## config.mk

```make
export PLATFORM = sky130hd
export DESIGN_NAME = ca_rule_reg
export DESIGN_NICKNAME = d
export VERILOG_FILES = /design/src/rtl/ca_pkg.sv /design/src/rtl/ca_cell.sv /design/src/rtl/ca_inject.sv /design/src/rtl/ca_rule_reg.sv
export SDC_FILE = /design/constraint.sdc
export NUM_CORES = 1
export LEC_CHECK = 0
export BUFFER_PORTS_ARGS = -buffer_cell sky130_fd_sc_hd__buf_2
export CAP_MARGIN = 15
export CORE_AREA = 2 2 39 41
export DETAILED_ROUTE_END_ITERATION = 12
export DIE_AREA = 0 0 41 43
export GPL_TIMING_DRIVEN = 0
export MAX_ROUTING_LAYER = met4
export PLACE_DENSITY = 0.72
export SLEW_MARGIN = 20
export SYNTH_ARGS = -nofsm -noshare
export SYNTH_HDL_FRONTEND = slang
export SYNTH_HIERARCHICAL = 1
export SYNTH_SLANG_ARGS = --single-unit
```

## constraint.sdc

```tcl
create_clock -name clk -period 2.7 [get_ports clk]
set_input_delay 0.135 -clock clk [delete_from_list [all_inputs] [get_ports clk]]
set_output_delay 0.135 -clock clk [all_outputs]
set_load 0.05 [all_outputs]
```

## src/rtl/ca_pkg.sv

```systemverilog
package ca_pkg;
    typedef enum logic [1:0] {
        MODE_GEN  = 2'd0,
        MODE_SER  = 2'd1,
        MODE_PAR  = 2'd2,
        MODE_HOLD = 2'd3
    } ca_mode_e;
endpackage

```

## src/rtl/ca_cell.sv

```systemverilog
module ca_cell #(
    parameter bit RULE_150 = 1'b0
) (
    input  logic left_i,
    input  logic self_i,
    input  logic right_i,
    input  logic inj_i,
    output logic nxt_o
);
    // rule 90: neighbours only; rule 150 adds the cell's own state
    always_comb begin
        nxt_o = left_i ^ right_i ^ (self_i & RULE_150) ^ inj_i;
    end
endmodule

```

## src/rtl/ca_inject.sv

```systemverilog
module ca_inject
    import ca_pkg::*;
#(
    parameter int WIDTH = 4
) (
    input  ca_mode_e           mode_i,
    input  logic               ser_left_i,
    input  logic               ser_right_i,
    input  logic [WIDTH-1:0]   par_i,
    output logic [WIDTH-1:0]   inj_o
);
    localparam int LAST = WIDTH - 1;

    always_comb begin
        inj_o = '0;
        unique case (mode_i)
            MODE_SER: begin
                inj_o[0]    = ser_left_i;
                inj_o[LAST] = inj_o[LAST] ^ ser_right_i;
            end
            MODE_PAR: inj_o = par_i;
            default:  inj_o = '0;
        endcase
    end
endmodule

```

## src/rtl/ca_rule_reg.sv

```systemverilog
module ca_rule_reg
    import ca_pkg::*;
#(
    parameter int               WIDTH      = 4,
    parameter logic [WIDTH-1:0] RULES      = 4'b1010,
    parameter logic [WIDTH-1:0] RESET_SEED = 4'b0001
) (
    input  logic             clk,
    input  logic             rst_n,
    input  logic             load_i,
    input  logic [WIDTH-1:0] seed_i,
    input  logic             en_i,
    input  logic [1:0]       mode_i,
    input  logic             ser_left_i,
    input  logic             ser_right_i,
    input  logic [WIDTH-1:0] par_i,
    input  logic [WIDTH-1:0] golden_i,
    output logic [WIDTH-1:0] state_o,
    output logic             match_o
);
    localparam int PADW = WIDTH + 2;

    typedef struct packed {
        logic [WIDTH-1:0] cells;
    } ca_state_t;

    ca_state_t        st_d, st_q;
    ca_mode_e         mode;
    logic [PADW-1:0]  padded;
    logic [WIDTH-1:0] inj;
    logic [WIDTH-1:0] step_val;

    assign mode = ca_mode_e'(mode_i);

    // null boundary: a zero sits beyond each end cell
    assign padded = {1'b0, st_q.cells, 1'b0};

    ca_inject #(.WIDTH(WIDTH)) u_inject (
        .mode_i      (mode),
        .ser_left_i  (ser_left_i),
        .ser_right_i (ser_right_i),
        .par_i       (par_i),
        .inj_o       (inj)
    );

    for (genvar i = 0; i < WIDTH; i++) begin : g_cell
        ca_cell #(.RULE_150(RULES[i])) u_cell (
            .left_i  (padded[i]),
            .self_i  (padded[i+1]),
            .right_i (padded[i+2]),
            .inj_i   (inj[i]),
            .nxt_o   (step_val[i])
        );
    end

    always_comb begin
        st_d = st_q;
        if (load_i) begin
            st_d.cells = seed_i;
        end else if (en_i && mode != MODE_HOLD) begin
            st_d.cells = step_val;
        end
    end

    always_ff @(posedge clk or negedge rst_n) begin
        if (!rst_n) begin
            st_q.cells <= RESET_SEED;
        end else begin
            st_q <= st_d;
        end
    end

    assign state_o = st_q.cells;
    assign match_o = (st_q.cells == golden_i);

    // a load wins over everything
    a_r2_load_wins: assert property (@(posedge clk) disable iff (!rst_n)
        load_i |=> state_o == $past(seed_i));

    // idle register holds
    a_r6_idle_hold: assert property (@(posedge clk) disable iff (!rst_n)
        (!load_i && !en_i) |=> $stable(state_o));

    // mode 3 holds even when enabled
    a_r10_mode3_hold: assert property (@(posedge clk) disable iff (!rst_n)
        (!load_i && en_i && mode_i == 2'd3) |=> $stable(state_o));

    // zero is a fixed point of generation
    a_r5_zero_fixed: assert property (@(posedge clk) disable iff (!rst_n)
        (!load_i && en_i && mode_i == 2'd0 && state_o == '0) |=> state_o == '0);

    // a nonzero state never collapses to zero while generating
    a_r4_nonzero_kept: assert property (@(posedge clk) disable iff (!rst_n)
        (!load_i && en_i && mode_i == 2'd0 && state_o != '0) |=> state_o != '0);

    // a parallel word of zeros steps exactly like generation would
    a_r8_par_zero_word: assert property (@(posedge clk) disable iff (!rst_n)
        (!load_i && en_i && mode_i == 2'd2 && par_i == '0 && state_o == '0)
            |=> state_o == '0);
endmodule

```

==> metrics.txt <==
max incr delay on CP approximately 0.45 ns; met2 WL about 380 microns; HPWL after DPL 673.9 microns; Avg Inst Size Synth ~11 sq um; Clk Latency, worst-skew pair roughly 0.24 ns; io pins 25; setup_tns 0 ns; Initial Util a little under a third; die width 41 microns; WL/cell between 9 and 10 microns; R2R depth 3; Syn. warnings 6; # Max-Cap Violations 0; WP depth 3; Distinct cells, synth 16; top-count cell post-synth xor2_1; clock share of power a little over an eighth; max FFs per register 4; Routed Antenna Nets 0; die extent in y approximately 43 microns; biggest area consumer among synthesized cells dfrtp_1; metal3 WL about 66 microns; GRT Util Overall roughly 11%; Crit. End Element output pin; RSZ-0062 raised after global routing no; number of synthesized flops with an enable pin 0; met1 wire length ~370 microns; Max Fclk 646.0 MHz; H-Tree Depth 1; Pint ~340 uW; Sw Ratio 45.19%; WP data arrival 1.41 ns; fin. max-slew vios 0; row count 14; synth cell count leaders xor2_1 (6), mux2_1 (4), mux2_2 (4), xnor2_1 (4), dfrtp_1 (3); initial antenna violation count 0; Final Hold Viols 0; Layout area overhead 42.99%; crit path cell chain xor2_1 > nor4_1 > buf_2; Cells after Synth 38; Buf+Inv Stages, Crit Path 1; clk_skew approximately 0.011 ns; Final #Nets about 90; CP delay by family, top flip-flops; post-synthesis instance area 419.2 sq um; CTS Sinks 4; fraction of final layout cells sized beyond drive strength 1 between 50% and 60%; Yosys top cell area share ~18%; HP Class input pin to async pin; placer congestion estimate approximately 0.69; Tcrit/Tclk final between 50% and 60%; worst r2r src state_o[1]$_DFFE_PN0P_; first-pass GRT wire length between 1 and 1.5 mm; Clock transition at path regs 0.05 ns; Final Setup Violations 0; top_reg_cell synth dfrtp_1; 1st-pass router iterations 4; FFs w/ async S/R, synth 100.0%; share of total power in sequential cells a little under a quarter; DRC violations left 0; largest net degree at the start of global routing 7; top routing layer used met3; Critical Path End match_o; P per Cell Area around 1000 nW/um^2; worst reg-to-reg setup slack around 1.2 ns; Slowest-stage cell, CP dfrtp_1; Die ar. between 1500 and 2000 sq um; Setup CP Type register to output pin; Port Buffers 24; GRT Residual Overflow 0; Core Region between 1000 and 1500 sq um; vias per std cell between 4 and 5; Setup Buffers After CTS 0; Hold Slack between 0.2 and 0.25 ns; Diodes inserted 0; CTS Buf Count 3; register area share after synthesis between 20% and 30%; RR Endpoint state_o[0]$_DFFE_PN1P_; vias in the first global route 350; crit path max fanout 6; worst path required time 2.57 ns; crit path from state_o[1]$_DFFE_PN0P_; clock buffer depth 2; CTS tree yes; 1st-iter DRT viols 6; overall routed net length 817 microns; clk root buf clkbuf_4; startpoint types register; Synth area leaders dfrtp_1 (18%), xor2_1 (13%), xor3_1 (11%); maximum VDD drop 0.5814 mV; combinational share of power 62.6%; Final min period 1.548 ns; status complete, no violations; Leakage ~0.00031 uW; Vias roughly 370; sw power around 280 uW; register bit total from synthesis 4
## metal layers
metal  track usage [%]  vias to the layer above
met1             13.16                      168
li1                  -                      187
met3             6.283                        0
met5                 -                        -
met2             17.19                       16
met4             2.000                        0
## per-stage QoR
step                power [uW]  utilization [%]  instance area [sq um]  instances  worst slack [ns]
floorplan                453.9                -                  422.9         39            0.1624
global placement         530.5            40.69                  563.0         79             1.010
detailed placement       534.2            40.69                  563.0         79            0.9798
CTS                      623.8            43.31                  599.3         84             1.126
global route             653.8            43.31                  599.3         84             1.050
finish                   612.5            43.31                  599.3         84             1.152
## how the worst min path moves through the flow
stage | startpoint | slack [ns] | endpoint | cells past startpoint
finish | rst_n | 0.23 | state_o[1]$_DFFE_PN0P_ | 2
global route | rst_n | 0.25 | state_o[3]$_DFFE_PN0P_ | 2
CTS | rst_n | 0.23 | state_o[1]$_DFFE_PN0P_ | 2
detailed placement | rst_n | -0.06 | state_o[3]$_DFFE_PN0P_ | 1
global placement | rst_n | -0.06 | state_o[3]$_DFFE_PN0P_ | 1
floorplan | rst_n | -0.16 | state_o[1]$_DFFE_PN0P_ | 0
## final cells by class
type                            instances  area (sq um)
Inverter                                2         7.507
Sequential cell                         4         101.3
Fill cell                             140         784.5
Timing Repair Buffer                   25         130.1
Clock buffer                            4         26.28
Multi-Input combinational cell         33         314.1
Tap cell                               16         20.02
## cells by family after synthesis
kind of cell / count (synthesis) / share of synthesized area (%)
XOR/XNOR: 12 / 32.24
adder cells (fa/ha/maj): 2 / 5.969
AND/OR/NAND/NOR: 6 / 7.761
buffers and inverters: 2 / 1.792
flip-flops: 4 / 24.18
AO/OA/AOI/OAI: 3 / 5.671
other: 1 / 0.8947
multiplexers: 8 / 21.49
## cells in the final DEF (no fill, tap or decap)
master,netlist,final
dfstp_2,1,1
a21oi_2,1,1
dfrtp_1,3,3
clkbuf_1,0,1
nor2_1,2,2
buf_2,0,24
dlygate4sd3_1,0,1
clkbuf_4,0,3
nand2_1,1,1
mux2_2,4,4
conb_1,1,2
nor4_1,1,1
xor3_1,2,2
and2_2,2,2
xor2_1,6,6
a22oi_1,2,2
xnor2_1,4,4
ha_1,2,2
mux2_1,4,4
inv_1,2,2
## power by group through the flow
stage / clock [uW] / combinational [uW] / sequential [uW]
final: 82.0 / 383 / 147
after global routing: 91.0 / 408 / 155
after CTS: 85.2 / 389 / 150
after detailed placement: 0 / 385 / 149
after global placement: 0 / 382 / 149
after floorplan: 0 / 212 / 242
## what timing repair did
action,CTS,global route
hold buffers,1,0
endpoints found under the hold margin,4,0
gates resized for setup,0,0
(Power assumes the default switching activity.)
